`src/rtl/sdram_init_pkg.sv`:
```
package sdram_init_pkg;

  // Command pin encodings {csN, rasN, casN, weN}
  localparam logic [3:0] CMD_NOP = 4'b0111;
  localparam logic [3:0] CMD_PRE = 4'b0010;
  localparam logic [3:0] CMD_REF = 4'b0001;
  localparam logic [3:0] CMD_LMR = 4'b0000;

  // Strobes from control to datapath, one per cycle at most for commands
  typedef struct packed {
    logic doPre;
    logic doRef;
    logic doLmr;
    logic cfgLoad;
  } seqStrobe_t;

  // Mode word: latency code [6:4], sequential [3]=0, burst of four [2:0]=010
  function automatic logic [6:0] modeBits(input logic cl3);
    return {2'b01, cl3, 1'b0, 3'b010};
  endfunction

endpackage

```
`src/rtl/sdram_init_ctrl.sv`:
```
module sdram_init_ctrl
  import sdram_init_pkg::*;
#(
  parameter int PWR_WAIT = 100,
  parameter int T_RP     = 3,
  parameter int T_RFC    = 8,
  parameter int T_MRD    = 2
) (
  input  logic       clk,
  input  logic       rst_n,
  input  logic       cfgWrEn,
  output seqStrobe_t strobe,
  output logic       ready
);

  localparam int MAX_A = (PWR_WAIT > T_RP) ? PWR_WAIT : T_RP;
  localparam int MAX_B = (T_RFC > T_MRD) ? T_RFC : T_MRD;
  localparam int MAX_T = (MAX_A > MAX_B) ? MAX_A : MAX_B;
  localparam int CNT_W = $clog2(MAX_T + 1);
  localparam logic [CNT_W-1:0] PWR_LD = CNT_W'(PWR_WAIT - 1);
  localparam logic [CNT_W-1:0] RP_LD  = CNT_W'(T_RP - 1);
  localparam logic [CNT_W-1:0] RFC_LD = CNT_W'(T_RFC - 1);
  localparam logic [CNT_W-1:0] MRD_LD = CNT_W'(T_MRD - 1);

  typedef enum logic [2:0] {
    ST_PRE, ST_REF1, ST_REF2, ST_LMR, ST_MRD, ST_IDLE
  } seqState_t;

  seqState_t        state;
  logic [CNT_W-1:0] waitCnt;
  logic             fullInit;
  logic             cntZero;

  assign cntZero = (waitCnt == '0);
  assign ready   = (state == ST_IDLE);

  always_comb begin
    strobe         = '0;
    strobe.cfgLoad = (state == ST_IDLE) && cfgWrEn;
    if (cntZero) begin
      unique case (state)
        ST_PRE:           strobe.doPre = 1'b1;
        ST_REF1, ST_REF2: strobe.doRef = 1'b1;
        ST_LMR:           strobe.doLmr = 1'b1;
        default: ;
      endcase
    end
  end

  always_ff @(posedge clk or negedge rst_n) begin
    if (!rst_n) begin
      state    <= ST_PRE;
      waitCnt  <= PWR_LD;
      fullInit <= 1'b1;
    end else begin
      if (!cntZero) waitCnt <= waitCnt - 1'b1;
      unique case (state)
        ST_PRE: if (cntZero) begin
          waitCnt <= RP_LD;
          state   <= fullInit ? ST_REF1 : ST_LMR;
        end
        ST_REF1: if (cntZero) begin
          waitCnt <= RFC_LD;
          state   <= ST_REF2;
        end
        ST_REF2: if (cntZero) begin
          waitCnt <= RFC_LD;
          state   <= ST_LMR;
        end
        ST_LMR: if (cntZero) begin
          waitCnt  <= MRD_LD;
          state    <= ST_MRD;
          fullInit <= 1'b0;
        end
        ST_MRD: if (cntZero) state <= ST_IDLE;
        ST_IDLE: if (cfgWrEn) state <= ST_PRE;
        default: state <= ST_IDLE;
      endcase
    end
  end

  // Gap checker: cycles since the last command strobe, and its kind
  localparam logic [1:0] K_NONE = 2'd0, K_PRE = 2'd1, K_REF = 2'd2, K_LMR = 2'd3;
  logic [CNT_W-1:0] gapCnt;
  logic [1:0]       lastKind;

  always_ff @(posedge clk or negedge rst_n) begin
    if (!rst_n) begin
      gapCnt   <= '0;
      lastKind <= K_NONE;
    end else if (strobe.doPre || strobe.doRef || strobe.doLmr) begin
      gapCnt   <= '0;
      lastKind <= strobe.doPre ? K_PRE : (strobe.doRef ? K_REF : K_LMR);
    end else if (gapCnt != '1) begin
      gapCnt <= gapCnt + 1'b1;
    end
  end

  a_r5_one_cmd: assert property (@(posedge clk) disable iff (!rst_n)
    $onehot0({strobe.doPre, strobe.doRef, strobe.doLmr}));
  a_r3_ref_after_pre: assert property (@(posedge clk) disable iff (!rst_n)
    (strobe.doRef && lastKind == K_PRE) |-> gapCnt >= RP_LD);
  a_r3_ref_after_ref: assert property (@(posedge clk) disable iff (!rst_n)
    (strobe.doRef && lastKind == K_REF) |-> gapCnt >= RFC_LD);
  a_r4_lmr_after_ref: assert property (@(posedge clk) disable iff (!rst_n)
    (strobe.doLmr && lastKind == K_REF) |-> gapCnt >= RFC_LD);
  a_r7_lmr_after_pre: assert property (@(posedge clk) disable iff (!rst_n)
    (strobe.doLmr && lastKind == K_PRE) |-> gapCnt >= RP_LD);
  a_r2_pre_first: assert property (@(posedge clk) disable iff (!rst_n)
    (lastKind == K_NONE) |-> !(strobe.doRef || strobe.doLmr));

endmodule

```
`src/rtl/sdram_init_dpath.sv`:
```
module sdram_init_dpath
  import sdram_init_pkg::*;
#(
  parameter int ADDR_W = 13,
  parameter int BANK_W = 2
) (
  input  logic              clk,
  input  logic              rst_n,
  input  seqStrobe_t        strobe,
  input  logic [7:0]        cfgWrData,
  output logic [3:0]        cmdPins,
  output logic [BANK_W-1:0] ba,
  output logic [ADDR_W-1:0] addr,
  output logic [2:0]        casLat,
  output logic [2:0]        sizeCode
);

  localparam int AP_BIT = 10;
  localparam logic [ADDR_W-1:0] AP_WORD = ADDR_W'(1) << AP_BIT;

  logic cl3;

  assign ba     = '0;
  assign casLat = cl3 ? 3'd3 : 3'd2;

  always_ff @(posedge clk or negedge rst_n) begin
    if (!rst_n) begin
      cmdPins  <= CMD_NOP;
      addr     <= '0;
      cl3      <= 1'b0;
      sizeCode <= '0;
    end else begin
      cmdPins <= CMD_NOP;
      addr    <= '0;
      if (strobe.doPre) begin
        cmdPins <= CMD_PRE;
        addr    <= AP_WORD;
      end
      if (strobe.doRef) cmdPins <= CMD_REF;
      if (strobe.doLmr) begin
        cmdPins <= CMD_LMR;
        addr    <= ADDR_W'(modeBits(cl3));
      end
      if (strobe.cfgLoad) begin
        cl3      <= (cfgWrData[2:0] == 3'd3);
        sizeCode <= cfgWrData[6:4];
      end
    end
  end

  a_r4_mode_matches_lat: assert property (@(posedge clk) disable iff (!rst_n)
    (cmdPins == CMD_LMR) |-> (addr[6:4] == casLat && addr[3:0] == 4'b0010));
  a_r5_refresh_no_addr: assert property (@(posedge clk) disable iff (!rst_n)
    (cmdPins == CMD_REF) |-> (addr == '0));

endmodule

```
`src/rtl/sdram_init_seq.sv`:
```
module sdram_init_seq
  import sdram_init_pkg::*;
#(
  parameter int PWR_WAIT = 100,
  parameter int T_RP     = 3,
  parameter int T_RFC    = 8,
  parameter int T_MRD    = 2,
  parameter int ADDR_W   = 13,
  parameter int BANK_W   = 2
) (
  input  logic              clk,
  input  logic              rst_n,
  input  logic              cfgWrEn,
  input  logic [7:0]        cfgWrData,
  output logic              csN,
  output logic              rasN,
  output logic              casN,
  output logic              weN,
  output logic [BANK_W-1:0] ba,
  output logic [ADDR_W-1:0] addr,
  output logic              ready,
  output logic [2:0]        casLat,
  output logic [2:0]        sizeCode
);

  seqStrobe_t strobe;
  logic [3:0] cmdPins;

  sdram_init_ctrl #(
    .PWR_WAIT(PWR_WAIT), .T_RP(T_RP), .T_RFC(T_RFC), .T_MRD(T_MRD)
  ) u_ctrl (
    .clk(clk), .rst_n(rst_n), .cfgWrEn(cfgWrEn), .strobe(strobe), .ready(ready)
  );

  sdram_init_dpath #(.ADDR_W(ADDR_W), .BANK_W(BANK_W)) u_dpath (
    .clk(clk), .rst_n(rst_n), .strobe(strobe), .cfgWrData(cfgWrData),
    .cmdPins(cmdPins), .ba(ba), .addr(addr), .casLat(casLat), .sizeCode(sizeCode)
  );

  assign {csN, rasN, casN, weN} = cmdPins;

  a_r9_busy_write_ignored: assert property (@(posedge clk) disable iff (!rst_n)
    (cfgWrEn && !ready) |=> ($stable(casLat) && $stable(sizeCode)));
  a_r7_ready_drops: assert property (@(posedge clk) disable iff (!rst_n)
    (cfgWrEn && ready) |=> !ready);
  a_r6_not_ready_at_lmr: assert property (@(posedge clk) disable iff (!rst_n)
    (cmdPins == CMD_LMR) |-> !ready);
  a_r8_lat_range: assert property (@(posedge clk) disable iff (!rst_n)
    (casLat == 3'd2) || (casLat == 3'd3));

endmodule

```
`config.mk`:
```
export PLATFORM = sky130hd
export DESIGN_NAME = sdram_init_seq
export DESIGN_NICKNAME = d
export VERILOG_FILES = /design/src/rtl/sdram_init_pkg.sv /design/src/rtl/sdram_init_ctrl.sv /design/src/rtl/sdram_init_dpath.sv /design/src/rtl/sdram_init_seq.sv
export SDC_FILE = /design/constraint.sdc
export NUM_CORES = 1
export LEC_CHECK = 0
export BUFFER_PORTS_ARGS = -buffer_cell sky130_fd_sc_hd__buf_2
export CORE_MARGIN = 2
export CORE_UTILIZATION = 35
export CTS_CLUSTER_DIAMETER = 30
export DETAILED_ROUTE_END_ITERATION = 8
export PLACE_DENSITY = 0.63
export SYNTH_ARGS = -nofsm -noshare
export SYNTH_HDL_FRONTEND = slang
export SYNTH_SLANG_ARGS = --single-unit
```
`constraint.sdc`:
```
create_clock -name clk -period 2.2 [get_ports clk]
set_input_delay 0.11 -clock clk [delete_from_list [all_inputs] [get_ports clk]]
set_output_delay 0.11 -clock clk [all_outputs]
set_load 0.02 [all_outputs]
```
* Yosys cells after proc, flatten, opt, wreduce, memory -nomap -nowiden
Cells that the tools add are included.
Cells by class: add/subtract/negate cells 1, mux-type cells 23, eq/ne operators 12, reductions and logical operators 6
Operator list (count):
- 2-to-1 mux 7 bit | 4
- 2-to-1 mux 3 bit | 8
- 2-to-1 mux 11 bit | 2
- one-hot mux 7 bit (3 select lines) | 1
- one-hot mux 3 bit (6 select lines) | 1
- != test 2 x 1 -> 1 bit (second input constant) | 5
- equality test 3 x 2 -> 1 bit (second input constant) | 3
- 2-to-1 mux 4 bit | 2
- zero test 7 bit | 1
- subtractor 7 x 1 -> 7 bit (second input constant) | 1
- equality test 3 bit (second input constant) | 2
- AND reduction 6 bit | 1
- 2-to-1 mux 1 bit | 4
- equality test 3 x 1 -> 1 bit (second input constant) | 1
- zero test 3 bit | 1
- 2-to-1 mux 2 bit | 1
- != test 2 bit (second input constant) | 1
- AND reduction 2 bit | 1
- OR reduction 2 bit | 1
- logical AND 1 bit | 1
Storage, ports and cells: register bits after elaboration 30, output and inout port bits 26

* Longest topological paths before layout
Gate-level depths: netlist of the first run.
depth after elaboration 7, gate-level depth with buffers 9, depth with buffers taken out 9

* Modules after synthesis
A second synthesis of the first run with hierarchy kept.
Unflattened totals: cells, all modules 102, area, all modules 1092.3 sq um
Modules (own cells, without submodules):
- sdram_init_ctrl | sequential area each 281.5 sq um, instances 1, area an instance 629.4 sq um, cells an instance 62
- sdram_init_dpath | sequential area each 254.0 sq um, instances 1, area an instance 462.9 sq um, cells an instance 40

* Worst setup path after synthesis of the first run
No wires, ideal clock.
kind register to register, from register u_ctrl.waitCnt[4], to register u_ctrl.waitCnt[0], required time 2.109 ns, cell stages (with the launch flop) 9, setup slack 0.208 ns, buffers on the path 1, arrival 1.901 ns, path through dfrtp_1 -> or3_1 -> buf_6 -> nor3_4 -> inv_4 -> ha_1 -> or3_1 -> a21oi_1 -> a21oi_1
Between the ends: word-level cells in the longest chain between the ends 4, elaborated cells between the ends (all ways) 6, classes of those cells 5 x mux; 1 x reduce/logical
Ends and longest elaborated chain:
- start, declared | RTL line sdram_init_ctrl.sv:30 | logic [CNT_W-1:0] waitCnt;
- start signal, assigned | RTL line sdram_init_ctrl.sv:56 | if (!cntZero) waitCnt <= waitCnt - 1'b1;
- zero test 7 bit * | RTL line sdram_init_ctrl.sv:34 | assign cntZero = (waitCnt == '0);
- 2-to-1 mux 7 bit | RTL line sdram_init_ctrl.sv:56
- 2-to-1 mux 7 bit (on tied branches)
- one-hot mux 7 bit (3 select lines) * | RTL line sdram_init_ctrl.sv:57 | unique case (state)
Every way passes the cells marked *; elsewhere a longest branch is shown, timed or not. A chain may end at the register's enable or synchronous reset.

* Worst setup path after layout of the first run
Ends and elaborated chain as after synthesis.

==> impl_metrics.env, run 1 <==
export IMPL_clock_path_buffers=2
export IMPL_criticalPathCategory="register to register"
export IMPL_avgSynthCellArea_um2=10.5
export IMPL_hold_viol_final=0
export IMPL_r2r_end="u_ctrl.waitCnt[0]$_DFF_PN1_"
export IMPL_whs_ns=0.0362
export IMPL_hold_path_class="primary input to register"
export IMPL_grt_setup_unrepaired="no"
export IMPL_num_antenna_cells=0
export IMPL_fin_tns_setup_ns=0
export IMPL_place_inst=165
export IMPL_clkTransAtPathRegs_ns=0.11
export IMPL_holdPathEnd="u_dpath.sizeCode[1]$_DFFE_PN0P_"
export IMPL_netlist_area_um2=1140
export IMPL_multi_input_area_um2=475
export IMPL_dieArea_um2=3720
export IMPL_yosysUniqueCellTypes=35
export IMPL_vias_per_cell=4.37
export IMPL_clk_latency_ns=0.30
export IMPL_min_path_cells=2
export IMPL_ant_nets=0
export IMPL_numCtsBuffers=3
export IMPL_layout_cells_non_filler=171
export IMPL_status="complete, no violations"
export IMPL_power_mw=1.41
export IMPL_grt_max_degree=22
export IMPL_die_x_um=61.0
export IMPL_fp_coreArea_um2=3080
export IMPL_reg2reg_depth=7
export IMPL_synth_top_area_frac=0.286
export IMPL_power_density_nw_per_um2=1130
export IMPL_routedWlPerCell_um=10.8
export IMPL_ff_latch_area_um2=536
export IMPL_ctsHoldBuffers=2
export IMPL_first_global_vias=664
export IMPL_placed_cell_area_um2=1210
export IMPL_synth_edff_count=0
export IMPL_numPortBuffers=20
export IMPL_fin_nets=143
export IMPL_yosys_area_top_type="dfrtp_1"
export IMPL_timing_rr_start="u_ctrl.waitCnt[4]$_DFF_PN0_"
export IMPL_drive_above_1_share=0.299
export IMPL_die_height_um=61.0
export IMPL_end_kind="register"
export IMPL_cts_setup_buffers=0
export IMPL_wl_um=1850
export IMPL_synthToLayoutAreaGrowth_pct=10.1
export IMPL_leakage_nw=0.576
export IMPL_rows=20
export IMPL_max_freq_ghz=0.523
export IMPL_cap_violations=0
export IMPL_postCtsResizedCells=0
export IMPL_antenna_found_initial=0
export IMPL_grt_total_usage=0.110
export IMPL_ios=37
export IMPL_yosys_most_used_dff="dfrtp_1"
export IMPL_min_from="cfgWrData[5]"
export IMPL_drt_pass1_iterations=2
export IMPL_cts_tree="built"
export IMPL_drc=0
export IMPL_grt_pass1_wl_um=2930
export IMPL_initial_core_util=0.370
export IMPL_synth_seq_cells=21
export IMPL_hpwl_um=1410
export IMPL_yosysWarningCount=0
export IMPL_clock_sinks=21
export IMPL_fin_area_um2=1250
export IMPL_drtIter0Drc=39
export IMPL_worstPathRequired_ns=2.42
export IMPL_yosys_top_cells_count="16 x buf_4, 13 x dfrtp_1, 8 x dfstp_2"
export IMPL_setup_viol=0
export IMPL_r2r_slack_ns=0.29
export IMPL_ys_top_cells_by_area="dfrtp_1 29%, dfstp_2 18%, buf_4 11%"
export IMPL_overflow=0
export IMPL_fillerInstances=316
export IMPL_period_share=0.868
export IMPL_cts_root_buf="clkbuf_4"
export IMPL_htreeDepth=1
export IMPL_cp_max_fo=9
export IMPL_fin_crit_ns=1.91
export IMPL_seq_area_frac_synth=0.471
export IMPL_place_congestion=0.762
export IMPL_syn_inst=108
export IMPL_start_kind="register"
export IMPL_crit_arrival_ns=2.13
export IMPL_synth_most_common_cell="buf_4"
export IMPL_vias=747
export IMPL_ys_async_sr_fraction=1.00
export IMPL_drv_slew=0
export IMPL_clock_skew_ns=0.00551
export IMPL_ir_drop_uv=342
[sequential cells by signal, summed over array words and instances, names as in the netlist, named ones only]
name and count:
u_ctrl.waitCnt 7, u_dpath.addr 3, u_dpath.cmdPins 3, u_dpath.sizeCode 3, u_ctrl.state 2, u_ctrl.fullInit 1
u_dpath.cl3 1
[worst max-delay path by stage]
stage,start,to,slack (ns),depth (start not counted)
2_1_floorplan,u_ctrl.waitCnt[4]$_DFF_PN0_,u_ctrl.waitCnt[0]$_DFF_PN1_,0.21,8
3_3_place_gp,u_ctrl.waitCnt[4]$_DFF_PN0_,u_ctrl.waitCnt[0]$_DFF_PN1_,0.32,7
3_5_place_dp,u_ctrl.waitCnt[4]$_DFF_PN0_,u_ctrl.waitCnt[0]$_DFF_PN1_,0.30,7
5_1_grt,u_ctrl.waitCnt[4]$_DFF_PN0_,u_ctrl.waitCnt[0]$_DFF_PN1_,0.19,7
6_report,u_ctrl.waitCnt[4]$_DFF_PN0_,u_ctrl.waitCnt[0]$_DFF_PN1_,0.29,7
4_1_cts,u_ctrl.waitCnt[4]$_DFF_PN0_,u_ctrl.waitCnt[0]$_DFF_PN1_,0.28,7
[stage by stage]
step            util  worst slack [ns]
2_1_floorplan      -             0.208
3_3_place_gp   0.392             0.316
3_5_place_dp   0.392             0.304
4_1_cts        0.407             0.280
5_1_grt        0.407             0.188
6_report       0.407             0.289
[layout by cell type (no fill, tap or decap), types with 2 or more instances in the layout]
cell type      instances
nor2_1                 4
buf_2                 20
nor2b_1                2
conb_1                14
nand2_1                6
or3_1                  4
buf_4                  2
mux2_2                 3
nor3_1                 3
a21oi_1                2
nor4_1                 2
ha_1                   4
dfstp_2                8
clkbuf_4               3
xnor2_1                3
dfrtp_1               13
o21ai_0                5
inv_1                  5
nand2b_1               3
mux2i_1                3
dlygate4sd3_1          2
[metal layers]
| metal | vias to the layer above | global-route usage | share of wire |
|---|---|---|---|
| met5 | - | 0 | 0 |
| met4 | 0 | 0.0280 | 0.0076 |
| met3 | 2 | 0.0384 | 0.036 |
| met2 | 16 | 0.183 | 0.50 |
| met1 | 359 | 0.137 | 0.45 |
| li1 | 370 | - | - |
[kinds of logic (layout without fill, tap and decap cells)]
group | Yosys count | in the layout | share of synthesized area
other | 2 | 14 | 0.00660
buffers and inverters | 27 | 34 | 0.151
XOR/XNOR | 4 | 4 | 0.0308
adder cells (fa/ha/maj) | 4 | 4 | 0.0440
AO/OA/AOI/OAI | 12 | 12 | 0.0704
AND/OR/NAND/NOR | 31 | 31 | 0.161
flip-flops | 21 | 21 | 0.471
multiplexers | 7 | 7 | 0.0660
[where the power goes]
| part | switching, mW | internal (mW) | leakage [nW] |
|---|---|---|---|
| sequential | 0.148 | 0.543 | 0.252 |
| combinational | 0.295 | 0.247 | 0.309 |
| clock | 0.106 | 0.0706 | 0.0150 |
| total | 0.549 | 0.860 | 0.576 |
[final cells by class]
cell class / count / share of cell area
sequential: 21 / 0.428
multi-input combinational: 72 / 0.380
clock buffer: 4 / 0.0210
inverter: 6 / 0.0200
tap: 44 / 0.0440
timing repair buffer: 24 / 0.108
[critical path, stage by stage, from the launching register on]
cell and delay [ns]:
dfrtp_1 0.41, or3_1 0.44, nor3_4 0.24, inv_4 0.09
ha_1 0.18, or3_1 0.30, a21oi_1 0.13, a21oi_1 0.05
No activity file was read; power rests on OpenSTA's default activity.
==> inputs of run 2 (changes only) <==
- CORE_ASPECT_RATIO: default -> 0.7
- GPL_ROUTABILITY_DRIVEN: default -> 0
==> run 2 against run 1 <==
  * Final cell count decreased by 4.7%
  * Final area decreased by 0.40%
  * Critical path depth unchanged
  * Clock power increased by 42%
  * Die area increased by 0.20%
  * Wire length increased by 4.1%
  * Combinational power about the same
  * Largest cell class unchanged
==> impl_metrics.env, run 2 (synthesis results as in run 1) <==
export IMPL_clkTransAtPathRegs_ns=0.07
export IMPL_largest_register="u_ctrl.waitCnt"
export IMPL_place_inst=158
export IMPL_drv_slew=0
export IMPL_cts_tree="built"
export IMPL_ir_drop_uv=364
export IMPL_grt_pass1_wl_um=3090
export IMPL_vias=749
export IMPL_postCtsResizedCells=0
export IMPL_num_antenna_cells=0
export IMPL_dieArea_um2=3730
export IMPL_power_density_nw_per_um2=1190
export IMPL_antenna_found_initial=0
export IMPL_cp_num_buf_inv=1
export IMPL_wl_um=1920
export IMPL_drc=0
export IMPL_htreeDepth=1
export IMPL_layout_commonest_cell="buf_2"
export IMPL_fin_tns_setup_ns=0
export IMPL_largest_reg_flops=7
export IMPL_worstPathCellList="or3_1, nor3_4, inv_4, ha_1, or3_1, a21oi_1, a21oi_1"
export IMPL_leakage_nw=0.578
export IMPL_drive_above_1_share=0.304
export IMPL_cts_setup_buffers=0
export IMPL_hpwl_um=1400
export IMPL_drt_pass1_iterations=6
export IMPL_first_global_vias=688
export IMPL_critical_path_top_delay_family="simple AND/OR/NAND/NOR gates"
export IMPL_numPortBuffers=20
export IMPL_hold_viol_final=0
export IMPL_vias_per_cell=4.60
export IMPL_synthToLayoutAreaGrowth_pct=9.68
export IMPL_cts_root_buf="clkbuf_8"
export IMPL_overflow=0
export IMPL_drtIter0Drc=61
export IMPL_clock_skew_ns=0.00199
export IMPL_hold_path_class="primary input to register"
export IMPL_die_x_um=72.1
export IMPL_layout_cells_non_filler=163
export IMPL_max_freq_ghz=0.493
export IMPL_clock_sinks=21
export IMPL_cp_max_fo=9
export IMPL_crit_arrival_ns=2.20
export IMPL_worstPathRequired_ns=2.37
export IMPL_setup_viol=0
export IMPL_numCtsBuffers=3
export IMPL_end_kind="register"
export IMPL_clk_latency_ns=0.26
export IMPL_grt_total_usage=0.110
export IMPL_routedWlPerCell_um=11.8
export IMPL_fin_crit_ns=2.03
export IMPL_cap_violations=0
export IMPL_grt_max_degree=22
export IMPL_die_height_um=51.7
export IMPL_grt_setup_unrepaired="no"
export IMPL_start_kind="register"
export IMPL_fin_nets=141
export IMPL_mostFrequentLayoutCells="20 x buf_2, 14 x conb_1, 13 x dfrtp_1"
export IMPL_whs_ns=0.0200
export IMPL_critPathSlowestCell="or3_1"
export IMPL_period_share=0.922
export IMPL_rows=17
export IMPL_worst_path_largest_cell_delay_ns=0.49
export IMPL_criticalPathCategory="register to register"
export IMPL_ios=37
export IMPL_clock_path_buffers=2
export IMPL_initial_core_util=0.364
export IMPL_ant_nets=0
export IMPL_fp_coreArea_um2=3130
export IMPL_status="complete, no violations"
==> run 2: changes by cell type in the layout (fill, tap and decap cells not counted) <==
cell           before  now
dlygate4sd3_1       2    1
clkbuf_4            3    0
clkbuf_1            1    0
buf_4               2    1
clkbuf_8            0    3
clkinv_2            0    1
==> run 2: final cells by class <==
class / instances / area (µm²)
clock buffers: 3 / 41.3
multi-input cells: 72 / 475
inverters: 6 / 25.0
well taps: 38 / 47.5
fillers: 303 / 1880
flip-flops and latches: 21 / 536
repair buffers: 22 / 118
clock inverters: 1 / 5.00
==> run 2: power by group <==
group	internal [mW]	switching (mW)	total [mW]
registers	0.543	0.149	0.692
logic	0.237	0.305	0.542
clock network	0.126	0.125	0.251
==> run 2: final timing paths <==
check / depth (start not counted) / to / from / slack [ns]
min reg2reg: 1 / u_ctrl.fullInit$_DFFE_PN1P_ / u_ctrl.fullInit$_DFFE_PN1P_ / 0.46
max in group asynchronous: 2 / u_ctrl.fullInit$_DFFE_PN1P_ / rst_n / 1.53
max: 7 / u_ctrl.waitCnt[0]$_DFF_PN1_ / u_ctrl.waitCnt[3]$_DFF_PN0_ / 0.17
max reg2reg: 7 / u_ctrl.waitCnt[0]$_DFF_PN1_ / u_ctrl.waitCnt[3]$_DFF_PN0_ / 0.17
min in group asynchronous: 2 / asynchronous set/reset pin / rst_n / 0.33
min: 2 / u_dpath.cl3$_DFFE_PN0P_ / cfgWrData[2] / 0.02
==> run 2: metrics by stage <==
step                      setup WS (ns)   util  total power, mW  cell area [µm²]
after floorplan                   0.208      -             1.13             1180
after global placement            0.232  0.381             1.20             1190
after detailed placement          0.186  0.381             1.24             1190
after CTS                         0.167  0.399             1.50             1250
after global routing             0.0595  0.399             1.60             1250
final                             0.171  0.399             1.49             1250
==> run 2: routing by layer <==
metal	part of all wire	GRT usage
met1	0.45	0.139
met2	0.49	0.179
met3	0.054	0.0407
met4	0	0.0283
met5	0	0
==> run 2: timing repair <==
item / 4_1_cts / 5_1_grt
hold buffers: 1 / 0
setup endpoints to repair: 0 / 0
hold endpoints to repair: 13 / 0
==> inputs of run 3 (changes only) <==
- BUFFER_PORTS_ARGS: -buffer_cell sky130_fd_sc_hd__buf_2 -> default
- DONT_BUFFER_PORTS: default -> 1
- PLACE_DENSITY: 0.63 -> 0.53
==> run 3 against run 2 <==
  * Largest power group unchanged
  * Clock skew grew 0.0029 ns
  * Via count decreased by 6.8%
  * Clock power about the same
  * First-iteration DRC count decreased by 11%
  * Register-to-register slack improved by 0.03 ns
  * Non-clock buffer count fell by 15
  * Hold slack lost 0.0093 ns
  * Final cell count decreased by 9.2%
  * Final area fell by 4.2%
  * Clock-buffer cell count unchanged
  * Sequential power rose by 6.8%
  * Core utilization shrank 1.7 points
==> impl_metrics.env, run 3 (synthesis results as in run 1) <==
export IMPL_die_x_um=72.1
export IMPL_ios=37
export IMPL_synthToLayoutAreaGrowth_pct=5.06
export IMPL_leakage_nw=0.517
export IMPL_worstPathRequired_ns=2.39
export IMPL_mostFrequentLayoutCells="14 x conb_1, 13 x dfrtp_1, 8 x dfstp_2"
export IMPL_cp_max_fo=9
export IMPL_overflow=0
export IMPL_numCtsBuffers=3
export IMPL_crit_arrival_ns=2.19
export IMPL_drt_pass1_iterations=4
export IMPL_hpwl_um=1360
export IMPL_finalWorstSetupSlack_ns=0.202
export IMPL_multi_input_area_um2=475
export IMPL_layout_commonest_cell="conb_1"
export IMPL_grt_setup_unrepaired="no"
export IMPL_period_share=0.908
export IMPL_fin_crit_ns=2.00
export IMPL_max_freq_ghz=0.500
export IMPL_clock_path_buffers=2
export IMPL_dieArea_um2=3730
export IMPL_end_kind="register"
export IMPL_layout_cells_non_filler=148
export IMPL_drive_above_1_share=0.173
export IMPL_criticalPathCategory="register to register"
export IMPL_clkTransAtPathRegs_ns=0.08
export IMPL_cts_tree="built"
export IMPL_ctsHoldBuffers=5
export IMPL_grt_max_degree=22
export IMPL_drv_slew=0
export IMPL_ff_latch_area_um2=536
export IMPL_wl_um=1900
export IMPL_power_density_nw_per_um2=1220
export IMPL_hold_path_class="primary input to register"
export IMPL_ir_drop_uv=390
export IMPL_first_global_vias=655
export IMPL_power_mw=1.46
export IMPL_fin_nets=126
export IMPL_clock_sinks=21
export IMPL_htreeDepth=1
export IMPL_fillerInstances=315
export IMPL_cts_setup_buffers=0
export IMPL_drtIter0Drc=54
export IMPL_clock_skew_ns=0.00488
export IMPL_hold_viol_final=0
export IMPL_num_antenna_cells=0
export IMPL_clk_latency_ns=0.26
export IMPL_antenna_found_initial=0
export IMPL_post_place_ws_ns=0.217
export IMPL_status="complete, no violations"
export IMPL_grt_pass1_wl_um=3140
export IMPL_initial_core_util=0.364
export IMPL_start_kind="register"
export IMPL_numPortBuffers=0
export IMPL_largest_register="u_ctrl.waitCnt"
export IMPL_fp_coreArea_um2=3130
export IMPL_relSlewSlack=0.384
export IMPL_die_height_um=51.7
export IMPL_postCtsResizedCells=0
export IMPL_routedWlPerCell_um=12.8
export IMPL_worst_pin_slew_ns=0.920
export IMPL_rows=17
export IMPL_place_inst=139
export IMPL_cts_root_buf="clkbuf_8"
export IMPL_cap_violations=0
export IMPL_grt_total_usage=0.113
export IMPL_largest_reg_flops=7
export IMPL_drc=0
export IMPL_fin_tns_setup_ns=0
export IMPL_setup_viol=0
export IMPL_ant_nets=0
export IMPL_vias_per_cell=4.72
export IMPL_vias=698
## run 3: cell count changes in the layout (fill, tap and decap cells not counted)
cell           before  now
buf_2              20    0
dlygate4sd3_1       1    5
buf_4               1    2
## run 3: critical path: stages, from the launching register on
cell	delay [ns]
dfrtp_1	0.40
or3_1	0.51
nor3_4	0.26
inv_4	0.09
ha_1	0.18
or3_1	0.30
a21oi_1	0.13
a21oi_1	0.05
## run 3: per-layer routing
| metal | track usage | vias to the layer above | routed length, µm |
|---|---|---|---|
| met5 | 0 | - | 0 |
| met4 | 0.0283 | 0 | 18 |
| met3 | 0.0465 | 2 | 131 |
| met2 | 0.161 | 23 | 843 |
| met1 | 0.158 | 340 | 905 |
| li1 | - | 333 | - |
## run 3: final cells by class
cell class,instances,area share
clock buffer,3,0.0346
clock inverter,1,0.00419
inverter,6,0.0209
multi-input combinational,72,0.398
sequential,21,0.448
tap,38,0.0398
timing repair buffer,7,0.0545
## run 3: power by group
| group | switching [mW] | total (mW) | internal, mW |
|---|---|---|---|
| clock network | 0.126 | 0.252 | 0.126 |
| registers | 0.196 | 0.739 | 0.543 |
| logic | 0.251 | 0.469 | 0.218 |
| total | 0.573 | 1.46 | 0.888 |
## run 3: worst paths after layout
kind / start / to / slack, ns / depth (start not counted)
max reg2reg: u_ctrl.waitCnt[4]$_DFF_PN0_ / u_ctrl.waitCnt[0]$_DFF_PN1_ / 0.20 / 7
max in group asynchronous: rst_n / u_ctrl.state[0]$_DFFE_PN0P_ / 1.21 / 1
min reg2reg: u_ctrl.fullInit$_DFFE_PN1P_ / u_ctrl.fullInit$_DFFE_PN1P_ / 0.47 / 1
min in group asynchronous: rst_n / u_ctrl.waitCnt[4]$_DFF_PN0_ / 0.42 / 1
max: u_ctrl.waitCnt[4]$_DFF_PN0_ / u_ctrl.waitCnt[0]$_DFF_PN1_ / 0.20 / 7
min: cfgWrData[5] / u_dpath.sizeCode[1]$_DFFE_PN0P_ / 0.01 / 1
## run 3: per-stage QoR
stage,hold WS (ns),cell area [µm²],util
after floorplan,-0.186,1180,-
after global placement,-0.185,1100,0.351
after detailed placement,-0.185,1100,0.351
after CTS,0.00615,1190,0.382
after global routing,0.000208,1190,0.382
final,0.0108,1190,0.382
